[src/rtl/e1_ovh_mux.sv]
module e1_ovh_mux #(
  parameter int FRAMES    = 16,
  parameter int SLOTS     = 32,
  parameter int SLOT_BITS = 8,
  parameter int NSA       = 5,
  parameter int SA_FIRST  = 3
) (
  input  logic                          clk,
  input  logic                          rst_n,
  input  logic                          ser_in,
  input  logic                          link_in,
  input  logic [$clog2(FRAMES)-1:0]     frame_idx,
  input  logic [$clog2(SLOTS*SLOT_BITS)-1:0] bit_idx,
  input  logic [SLOT_BITS-1:0]          fas_reg,
  input  logic [SLOT_BITS-1:0]          nfas_reg,
  input  logic [FRAMES*SLOT_BITS-1:0]   sig_bytes,
  input  logic                          ctl_ts0_pass,
  input  logic                          ctl_si_reg,
  input  logic                          ctl_ts16_reg,
  input  logic                          ctl_sig_ones,
  input  logic                          ctl_unf_ones,
  input  logic [NSA-1:0]                sa_link_en,
  output logic                          tx_out,
  output logic                          link_stb
);
  localparam int FW = $clog2(FRAMES);
  localparam int BW = $clog2(SLOTS*SLOT_BITS);
  localparam int SW = $clog2(SLOT_BITS);
  localparam int TW = BW - SW;
  localparam logic [TW-1:0] SIG_SLOT = TW'(SLOTS/2);

  logic [TW-1:0]    slot;
  logic [SW-1:0]    pos;
  logic             odd, in_ts0, in_ts16;
  logic [SLOT_BITS-1:0] ts0_byte, sa_map;
  logic [FW+SW-1:0] sig_ix;
  logic             sa_on, stb_nxt, nxt;

  assign slot     = bit_idx[BW-1:SW];
  assign pos      = bit_idx[SW-1:0];
  assign odd      = frame_idx[0];
  assign in_ts0   = (slot == '0);
  assign in_ts16  = (slot == SIG_SLOT);
  assign ts0_byte = odd ? nfas_reg : fas_reg;
  assign sig_ix   = {frame_idx, ~pos};

  for (genvar i = 0; i < SLOT_BITS; i++) begin : g_sa
    if (i >= SA_FIRST && i < SA_FIRST + NSA) begin : g_on
      assign sa_map[i] = sa_link_en[i-SA_FIRST];
    end else begin : g_off
      assign sa_map[i] = 1'b0;
    end
  end

  assign sa_on   = odd && in_ts0 && sa_map[pos];
  assign stb_nxt = odd && in_ts0 && sa_map[pos + SW'(1)] && (pos != SW'(SLOT_BITS-1));

  always_comb begin
    nxt = ser_in;
    if (in_ts0) begin
      if (pos == '0) nxt = (ctl_si_reg && !ctl_ts0_pass) ? ts0_byte[SLOT_BITS-1] : ser_in;
      else           nxt = ctl_ts0_pass ? ser_in : ts0_byte[~pos];
      if (sa_on) nxt = link_in;
    end else if (in_ts16) begin
      if (ctl_sig_ones)      nxt = 1'b1;
      else if (ctl_ts16_reg) nxt = sig_bytes[sig_ix];
    end
    if (ctl_unf_ones) nxt = 1'b1;
  end

  always_ff @(posedge clk) begin
    if (!rst_n) begin
      tx_out   <= 1'b0;
      link_stb <= 1'b0;
    end else begin
      tx_out   <= nxt;
      link_stb <= stb_nxt;
    end
  end

  a_r1_reset_quiet: assert property (@(posedge clk)
    !rst_n |=> (!tx_out && !link_stb));

  a_r9_unframed_ones: assert property (@(posedge clk) disable iff (!rst_n)
    ctl_unf_ones |=> tx_out);

  a_r6_sig_ones: assert property (@(posedge clk) disable iff (!rst_n)
    (in_ts16 && ctl_sig_ones) |=> tx_out);

  a_r2_payload: assert property (@(posedge clk) disable iff (!rst_n)
    (!in_ts0 && !in_ts16 && !ctl_unf_ones) |=> (tx_out == $past(ser_in)));

  a_r7_link_bit: assert property (@(posedge clk) disable iff (!rst_n)
    (sa_on && !ctl_unf_ones) |=> (tx_out == $past(link_in)));

  a_r8_stb_even_quiet: assert property (@(posedge clk) disable iff (!rst_n)
    (!odd || !in_ts0) |=> !link_stb);
endmodule

[config.mk]
export PLATFORM = sky130hd
export DESIGN_NAME = e1_ovh_mux
export DESIGN_NICKNAME = d
export VERILOG_FILES = /design/src/rtl/e1_ovh_mux.sv
export SDC_FILE = /design/constraint.sdc
export NUM_CORES = 1
export LEC_CHECK = 0
export BUFFER_PORTS_ARGS = -buffer_cell sky130_fd_sc_hd__buf_2
export CORE_MARGIN = 2
export CORE_UTILIZATION = 30
export CTS_CLUSTER_DIAMETER = 120
export CTS_CLUSTER_SIZE = 25
export DETAILED_ROUTE_END_ITERATION = 10
export GPL_ROUTABILITY_DRIVEN = 0
export PLACE_DENSITY_LB_ADDON = 0.1
export SLEW_MARGIN = 20
export SYNTH_ARGS = -nofsm -noshare
export SYNTH_HDL_FRONTEND = slang
export SYNTH_SLANG_ARGS = --single-unit
[constraint.sdc]
create_clock -name clk -period 5.5 [get_ports clk]
set_clock_uncertainty 0.15 [all_clocks]
set_input_delay 0.275 -clock clk [delete_from_list [all_inputs] [get_ports clk]]
set_output_delay 0.275 -clock clk [all_outputs]
set_load 0.02 [all_outputs]
Word-level counts from Yosys, hierarchy flattened
Index checks and enable logic that the tools add are counted.
- bits in latches: 0
- RAM bits: 0
- register bits after elaboration: 2
- bits of input ports: 170
- memories: 0
- memory bits (read-only): 0
- reductions and logical operators: 8
- shift-type cells: 0
- bitwise operators: 1
- divide/modulo/power cells: 0
- $lt $le $gt $ge: 4
- $add $sub $neg: 1
- multiply operators: 0
- eq/ne operators: 2
- muxes and demuxes: 18
- operators by type and width (kind ; count):
    $mux W1 ; 13
    $lt A3 B4 Y1 const B ; 3
    $bmux W1 S3 ; 3
    $lt A7 B8 Y1 const B ; 1
    $mux W8 ; 1
    $bmux W1 S7 ; 1
    $eq A5 B5 Y1 const B ; 1
    $logic_and A1 B1 Y1 ; 5
    $logic_not A5 Y1 ; 1
    $add A3 B1 Y3 const B ; 1
    $logic_not A3 Y1 ; 1
    $ne A3 B3 Y1 const B ; 1
    $not A3 Y3 ; 1
    $logic_not A1 Y1 ; 1

Longest topological paths before layout
Gate-level depths: netlist of run 1.
- word-level depth: 8
- gate-level depth with buffers: 9

Worst setup path before layout of run 1
Ideal clock, no wire load.
- path kind: in2reg
- start point: input bit_idx[1]
- end point: register tx_out
- stages on the path: 8
- setup time: 0.117 ns
- arrival time: 2.211 ns
- path slack: 3.021 ns
- data required time: 5.233 ns
- buffers on the path: 2
- path through: buf_2 -> buf_2 -> inv_1 -> ha_1 -> or4_1 -> a2111oi_0 -> o221ai_1 -> a32o_1
- word-level cells in the longest chain between the ends: 8
- RTL lines (element ; line ; text):
    from (decl) ; 13 ; input logic [$clog2(SLOTS*SLOT_BITS)-1:0] bit_idx,
    $not A3 Y3 ; 45, 62 ;
    $bmux W1 S7 or $bmux W1 S3 (tied branches) ; 66, 62 ;
    $mux W1 (on tied branches) (2 in a row) ; 66, 62 ;
    $mux W1 (on tied branches) ; 65, 61 ;
    $mux W1 (on tied branches) ; 64, 63 ;
    $mux W1 (*) ; 60 ; if (in_ts0) begin
    $mux W1 (*) ; 68 ; if (ctl_unf_ones) nxt = 1'b1;
    to (signal assigned) ; 76 ; tx_out <= nxt;
    to (decl) ; 23 ; output logic tx_out,
Every way passes the cells marked *; elsewhere a longest branch is shown, timed or not. The select of a mux whose other input is x is not followed.
A chain may end at the register's enable or synchronous reset.

Final worst setup path of run 1
Ends and elaborated chain as after synthesis.

==> results.md, run 1 <==
* Result of the run: complete, no violations
* Reported leakage power at 1.23 nW
* Required time of the critical path at 5.45 ns
* Ys flop type: dfxtp_1
* Vias per Instance at 5.27
* Final Max Tran Viols at 0
* Die area at 0.00600 mm²
* Quantity of gates resized following cts at 0
* DRT iter0 DRCs at 81
* Leading cell types by total area after synthesis: mux4_2 36%, mux2_2 9.0%, mux2i_1 6.8%, mux4_1 4.9%, a221oi_1 3.2%
* Netlist Area Pre-Place at 0.00162 mm²
* Number of diodes at 0
* Post-route fraction of the period consumed by the critical path at 52.1%
* Post-synth EDFFs at 0
* Highest fanout seen on the critical path at 39
* Clock Root Buffer: clkbuf_8
* Syn avg cell area at 10.1 µm²
* Count of standard-cell rows at 26
* Tot GR Track Use at 19.3%
* Routed len/inst at 15.3 µm
* Fraction of registers with async set or reset after synthesis at 0%
* Total iterations of the first detailed-routing run at 4
* Critical path capture point type: flip-flop
* Cts hold-fix bufs at 0
* Floorplan Core Area at 0.00514 mm²
* Fraction of layout cells with a size suffix above 1 at 67.4%
* Data arrival time of the critical path at 2.82 ns
* Largest net degree at the start of global routing at 44
* Final Setup Violations at 0
* Routed Wire Length at 5950 µm
* Number of buffer cells added on primary ports at 171
* Maximum vdd ir drop at 0.0547 mV
* Time the worst path needs with I/O delays and setup at 2.86 ns
* Number of buffers created by CTS at 3
* Die Span Y at 77.4 µm
* First-pass GRT wire length at 9470 µm
* Number of fillers in the final layout at 536
* Starting utilization of the core area at 31.5%
* Post-route antenna net violation count at 0
* RSZ-0062 raised after global routing: no
* Buffer levels on the longest clock path at 2
* Final HPWL DP at 5040 µm
* Initial antenna violation count at 0
* Number of setup buffers added after CTS at 0
* Slew at the pin closest to its max-slew limit at 0.923 ns
* Die span in x at 77.4 µm
* Clock-pin transition on the worst setup and hold timing paths at 0.03 ns
* Level count of the clock H-tree at 1
* Clock Sink Count at 2
* Standard cell area after detailed placement at 0.00246 mm²
* Synthesis-stage register bit count at 2
* Hold Fails Final Rpt at 0
* Path type of the worst min-delay path: in2reg
* Post-Syn Nets at 333
* Global route total overflow at 0
* TritonCTS clock tree: done
* Pwr dens at 97.4 mW/mm²
* Number of different library cells in the post-synthesis netlist at 48
* Vias in the first global route at 2,175
* Startpoint types: input pin
* Share of the yosys chip area belonging to registers at 2.47%
* Post-route DRC violation count at 0
* Count of maximum capacitance violations at 0
* Post-route cell area at 0.00250 mm²
* Maximum operating frequency at 0.349 GHz
* Setup Total Neg Slack at 0 ns
* Headroom to the max-slew limit at 38.5%
* Total number of nets in the final design at 494
* Area overhead of the layout relative to synthesis at 54.8%
* Number of synthesis warnings at 0
* Io pins at 172
* Top-area cell type share of the netlist area at 36.2%
* Syn Inst Count at 160
* Via count at 2,050
* Final Util at 48.7%
* Area leader, netlist: mux4_2
* Category of the most critical setup path: in2reg
layout make-up:
class	count	area, µm²	share of cell area (%)
multi-input combinational	137	1460	58.1
timing repair buffer	171	858	34.3
tap	70	87.6	3.50
clock buffer	3	41.3	1.65
sequential	2	40.0	1.60
inverter	6	22.5	0.899
critical path: stages:
cell and delay (ns):
buf_2 0.69, inv_1 0.26, ha_1 0.28, or4_1 0.52
a2111oi_0 0.37, o221ai_1 0.18, a32o_1 0.23
cells by family after synthesis:
logic type / after synthesis / share of synthesized area (%)
AND/OR/NAND/NOR: 44 / 14.2
multiplexers: 53 / 56.9
adder cells (fa/ha/maj): 3 / 2.32
AO/OA/AOI/OAI: 37 / 16.6
buffers and inverters: 21 / 7.58
flip-flops: 2 / 2.47
registers in the layout, indices dropped and copies added (netlist names):
signal,flops
link_stb,1
tx_out,1
Yosys cell counts, types with 2 or more instances:
library cell / number
nand2_1: 13
mux4_1: 3
nand3_1: 2
dfxtp_1: 2
a21oi_1: 9
or3_1: 2
o311ai_0: 2
o22ai_1: 2
buf_6: 2
inv_1: 4
o21ai_0: 2
a31oi_1: 2
buf_2: 9
ha_1: 3
mux2i_1: 11
mux4_2: 26
nand4b_1: 2
nor3_1: 4
mux2_2: 13
or4_1: 2
nand2b_1: 2
a211oi_1: 3
nand4_1: 3
a221oi_1: 6
nor2_1: 8
power by group:
group	leakage (nW)	internal [W]	switching, W	total [W]
Sequential	0.0165	0.0000152	0.000000211	0.0000154
Clock	0.0216	0.0000464	0.0000132	0.0000596
Combinational	1.19	0.000102	0.0000672	0.000169
metal layers:
layer	track usage (%)	wire length, µm	vias to the layer above
li1	-	-	1006
met2	36.1	3070	106
met3	4.53	558	5
met5	0	0	-
met4	2.68	29	0
met1	22.8	2300	933
worst paths after layout:
kind | startpoint | to | slack (ns) | cells after the start
worst max-delay path | bit_idx[1] | tx_out$_SDFF_PN0_ | 2.64 | 7
worst min-delay path | rst_n | tx_out$_SDFF_PN0_ | 0.17 | 2
placed cells by master, fill, tap and decap left out, types with 2 or more instances in the layout:
| master | n |
|---|---|
| buf_2 | 170 |
| mux4_2 | 26 |
| nand2_1 | 13 |
| mux2_2 | 13 |
| mux2i_1 | 11 |
| a21oi_1 | 9 |
| nor2_1 | 8 |
| a221oi_1 | 6 |
| inv_1 | 4 |
| nor3_1 | 4 |
| nand4_1 | 3 |
| mux4_1 | 3 |
| a211oi_1 | 3 |
| ha_1 | 3 |
| clkbuf_8 | 3 |
| nand2b_1 | 2 |
| a31oi_1 | 2 |
| nand4b_1 | 2 |
| o21ai_0 | 2 |
| nand3_1 | 2 |
| o22ai_1 | 2 |
| o311ai_0 | 2 |
| or3_1 | 2 |
| or4_1 | 2 |
| dfxtp_1 | 2 |
stage by stage:
step | setup WS, ns | instances | hold slack [ns] | power, W
floorplan | 3.02 | 160 | 0.251 | 0.000114
global placement | 2.40 | 386 | 0.388 | 0.000186
detailed placement | 2.37 | 386 | 0.385 | 0.000186
CTS | 2.57 | 389 | 0.172 | 0.000247
global route | 2.42 | 389 | 0.184 | 0.000264
finish | 2.64 | 389 | 0.175 | 0.000244
Note: power is estimated with default switching activity, not from simulation.
==> run 2, diff against run 1 <==
- clock period: 5.5 -> 2.7 ns (I/O delays scaled with it)
==> run 2 against run 1 <==
Critical path depth increased by 1. Global-route usage grew 0.65 points. Combinational power is 110% higher. Largest cell class unchanged. Sequential share of layout area barely moved. Non-clock buffer count increased by 9. Clock power grew 95%. Via count grew 0.98%. Routed wire length increased by 1.4%. Total power increased by 110%. First-iteration DRC count increased by 33%. Sequential power up 100%. Worst hold slack got worse by 0.16 ns. Highest routed layer is now met3.
==> results.md, run 2 (synthesis gave the netlist of run 1 again) <==
* Result of the run: complete, no violations
* Largest registers ranked by flip-flop count: link_stb (1), tx_out (1)
* Reported leakage power at 1.27 nW
* Fraction of power consumed by the clock network at 23.2%
* Buffer levels on the longest clock path at 2
* Largest net degree at the start of global routing at 19
* Number of buffer cells added on primary ports at 171
* Startpoint types: input pin
* Part of the power in combinational logic at 70.5%
* Quantity of gates resized following cts at 0
* Number of buffers created by CTS at 3
* RSZ-0062 raised after global routing: no
* Post-route antenna net violation count at 0
* Initial antenna violation count at 0
* Die area at 0.00600 mm²
* TritonCTS clock tree: done
* Routed Wire Length at 6030 µm
* Die Span Y at 77.4 µm
* Hold Fails Final Rpt at 0
* DRT iter0 DRCs at 108
* Floorplan Core Area at 0.00514 mm²
* Final Setup Violations at 0
* Vias in the first global route at 2,156
* Time the worst path needs with I/O delays and setup at 2.16 ns
* Maximum vdd ir drop at 0.163 mV
* Number of fillers in the final layout at 530
* Data arrival time of the critical path at 2.10 ns
* Post-route DRC violation count at 0
* Maximum operating frequency at 0.463 GHz
* Final Util at 50.0%
* Number of setup buffers added after CTS at 0
* Headroom to the max-slew limit at 71.9%
* Pwr dens at 195 mW/mm²
* Via count at 2,070
* Count of standard-cell rows at 26
* Starting utilization of the core area at 31.5%
* Vias per Instance at 5.20
* Final Max Tran Viols at 0
* Clock Sink Count at 2
* Sw Pwr at 0.000162 W
* Io pins at 172
* Number of diodes at 0
* Total number of nets in the final design at 503
* Slew at the pin closest to its max-slew limit at 0.418 ns
* Highest-count cells in the layout ignoring fill and taps: 171 x buf_2, 26 x mux4_2, 13 x nand2_1, 13 x mux2_2, 11 x mux2i_1
* Required time of the critical path at 2.65 ns
* Design internal power at 0.000340 W
* Cts hold-fix bufs at 0
* Seq pwr share at 6.3%
* Most frequent standard cell in the layout excluding fill and tap cells: buf_2
* Clock Root Buffer: clkbuf_8
* Routed len/inst at 15.2 µm
* Total iterations of the first detailed-routing run at 4
* Highest fanout seen on the critical path at 18
* Fraction of layout cells with a size suffix above 1 at 68.3%
* Critical path capture point type: flip-flop
* Global route total overflow at 0
* Tot GR Track Use at 19.9%
* Final HPWL DP at 5460 µm
* Level count of the clock H-tree at 1
* Die span in x at 77.4 µm
* Post-route fraction of the period consumed by the critical path at 79.9%
* Clock-pin transition on the worst setup and hold timing paths at 0.02 ns
* First-pass GRT wire length at 9770 µm
* Area overhead of the layout relative to synthesis at 58.9%
* Multi-input gate area in the final layout at 0.00146 mm²
* Switching power share of the total at 32.2%
* Footprint of the flip-flops and latches at 40.0 µm²
* Count of maximum capacitance violations at 0
* Setup Total Neg Slack at 0 ns
* Path type of the worst min-delay path: in2reg
* Category of the most critical setup path: in2reg
run 2: final timing paths:
kind | from | end | slack (ns) | cells past startpoint
min | rst_n | tx_out$_SDFF_PN0_ | 0.02 | 2
max | bit_idx[1] | tx_out$_SDFF_PN0_ | 0.54 | 8
run 2: cell type report:
class,count,share of cell area [%]
clock buffers,3,1.61
inverters,6,0.876
multi-input cells,137,56.6
flip-flops and latches,2,1.56
well taps,70,3.41
repair buffers,180,35.9
run 2: routing by layer:
| metal | vias to the layer above | wire (µm) | track usage (%) |
|---|---|---|---|
| li1 | 1020 | - | - |
| met1 | 950 | 2280 | 24.5 |
| met2 | 100 | 3180 | 36.5 |
| met3 | 0 | 571 | 5.35 |
| met4 | 0 | 0 | 1.07 |
| met5 | - | 0 | 0 |
run 2: through the flow:
stage | worst slack [ns] | hold slack, ns | power, W | std cells | area [µm²]
after floorplan | 0.361 | 0.111 | 0.000233 | 160 | 1620
final | 0.542 | 0.0197 | 0.000501 | 398 | 2570
after CTS | 0.524 | 0.0145 | 0.000511 | 398 | 2570
after detailed placement | 0.313 | 0.230 | 0.000390 | 395 | 2530
after global routing | 0.392 | 0.0281 | 0.000547 | 398 | 2570
after global placement | 0.355 | 0.238 | 0.000388 | 395 | 2530
run 2: power groups by stage:
stage	clock network (W)	logic, W	registers (W)
2_1_floorplan	0	0.000200	0.0000331
3_3_place_gp	0	0.000356	0.0000318
3_5_place_dp	0	0.000358	0.0000317
4_1_cts	0.000120	0.000359	0.0000313
5_1_grt	0.000125	0.000391	0.0000316
6_report	0.000116	0.000354	0.0000313
run 2: critical path, stage by stage:
cell,delay [ns]
buf_2,0.20
buf_4,0.28
mux4_2,0.35
a211oi_1,0.25
a31oi_1,0.07
o311ai_0,0.39
o221ai_1,0.20
a32o_1,0.22
==> run 3, diff against run 2 <==
- clock period: 2.7 -> 1.9 ns (I/O delays scaled with it)
==> run 3 against run 2 <==
Utilization rose by 7.1 points. Worst setup slack got worse by 0.47 ns. Sequential share of layout area fell by 0.19 points. Sequential power rose by 42%. Combinational power rose by 69%. First-iteration DRC count fell by 35%. Count of clock-buffer cells in the layout did not move. Routed wire length rose by 5.8%. Worst hold slack got worse by 0.0076 ns. Critical path depth did not move. Clock power rose by 44%. Largest cell class unchanged.
==> results.md, run 3 (synthesis gave the netlist of run 1 again) <==
* Dpl cells at 415
* Total number of nets in the final design at 528
* Maximum vdd ir drop at 0.170 mV
* Number of buffers created by CTS at 3
* Final Setup Violations at 0
* Headroom to the max-slew limit at 76.2%
* Fraction of layout cells with a size suffix above 1 at 73.9%
* Final HPWL DP at 5720 µm
* Maximum operating frequency at 0.546 GHz
* Die span in x at 77.4 µm
* TritonCTS clock tree: done
* Number of fillers in the final layout at 497
* Path type of the worst min-delay path: in2reg
* Highest fanout seen on the critical path at 5
* Hold Fails Final Rpt at 0
* Global route total overflow at 0
* DRT iter0 DRCs at 70
* Floorplan Core Area at 0.00514 mm²
* Tot GR Track Use at 20.8%
* Clock Root Buffer: clkbuf_8
* Clock Sink Count at 2
* Vias in the first global route at 2,331
* Io pins at 172
* Post-route fraction of the period consumed by the critical path at 96.4%
* Buffer levels on the longest clock path at 2
* Die area at 0.00600 mm²
* Most frequent standard cell in the layout excluding fill and tap cells: buf_2
* Global-route track usage on met2 at 39.5%
* Starting utilization of the core area at 31.5%
* Reported leakage power at 1.45 nW
* Count of standard-cell rows at 26
* Slew at the pin closest to its max-slew limit at 0.354 ns
* Count of maximum capacitance violations at 0
* Critical path capture point type: flip-flop
* Most Crowded Layer GR: met2
* Post-route antenna net violation count at 0
* Global-route met3 utilization at 4.53%
* Level count of the clock H-tree at 1
* First-pass GRT wire length at 10,200 µm
* Post-route DRC violation count at 0
* Startpoint types: input pin
* Data arrival time of the critical path at 1.78 ns
* Category of the most critical setup path: in2reg
* Routed len/inst at 15.1 µm
* Power after layout at 0.000810 W
* Cts hold-fix bufs at 0
* Total iterations of the first detailed-routing run at 4
* Global routing met1 resource utilization at 24.2%
* Largest net degree at the start of global routing at 15
* Final Max Tran Viols at 0
* Routed Wire Length at 6380 µm
* Footprint of the flip-flops and latches at 40.0 µm²
* Post-Layout Cell Count at 423
* Die Span Y at 77.4 µm
* Pwr dens at 276 mW/mm²
* Number of diodes at 0
* Clock-pin transition on the worst setup and hold timing paths at 0.03 ns
* Area overhead of the layout relative to synthesis at 81.3%
* Largest registers ranked by flip-flop count: link_stb (1), tx_out (1)
* Initial antenna violation count at 0
* Number of buffer cells added on primary ports at 171
* Multi-input gate area in the final layout at 0.00152 mm²
* Required time of the critical path at 1.85 ns
* Vias per Instance at 5.27
* Result of the run: complete, no violations
* Via count at 2,228
* Highest-count cells in the layout ignoring fill and taps: 169 x buf_2, 27 x mux4_2, 26 x buf_4, 13 x mux2_2, 12 x nand2_1
* Time the worst path needs with I/O delays and setup at 1.83 ns
run 3: timing repair:
item                       4_1_cts  5_1_grt
pin swaps                        4        6
cloned                           1        0
setup endpoints to repair        1        1
setup buffers                    2        2
resized for setup               13       12
run 3: power breakdown:
part / internal [W] / switching [W]
Clock: 0.000134 / 0.0000331
Combinational: 0.000373 / 0.000226
Sequential: 0.0000440 / 0.000000552
run 3: area by class of cell:
cell class	instances	share of cell area (%)
multi-input combinational	137	51.8
timing repair buffer	205	41.7
tap	70	2.99
clock buffer	3	1.41
sequential	2	1.37
inverter	6	0.768
run 3: worst paths after layout:
| check | to | from | slack [ns] | cells after the start |
|---|---|---|---|---|
| min | tx_out$_SDFF_PN0_ | rst_n | 0.01 | 2 |
| max | tx_out$_SDFF_PN0_ | bit_idx[0] | 0.07 | 8 |
run 3: metal layers:
layer,wire length (µm),vias up
met5,0,-
met3,481,6
li1,-,1070
met2,3340,97
met4,40,0
met1,2520,1055
run 3: stage by stage:
stage | setup TNS, ns | cell area (µm²) | hold slack (ns) | worst slack, ns | utilization, %
after floorplan | -0.101 | 1670 | 0.0671 | -0.101 | -
after global placement | -0.481 | 2750 | 0.221 | -0.481 | 53.4
after detailed placement | -0.419 | 2750 | 0.223 | -0.419 | 53.4
after CTS | 0 | 2870 | 0.00896 | 0.00570 | 55.9
after global routing | -0.00407 | 2930 | 0.0110 | -0.00407 | 57.1
final | 0 | 2930 | 0.0121 | 0.0686 | 57.1
run 3: critical path, stage by stage:
cell and delay (ns):
buf_12 0.10, buf_12 0.12, buf_6 0.11, mux4_2 0.49, mux4_2 0.46, nand2_1 0.07
nand3_1 0.08, a32o_1 0.24
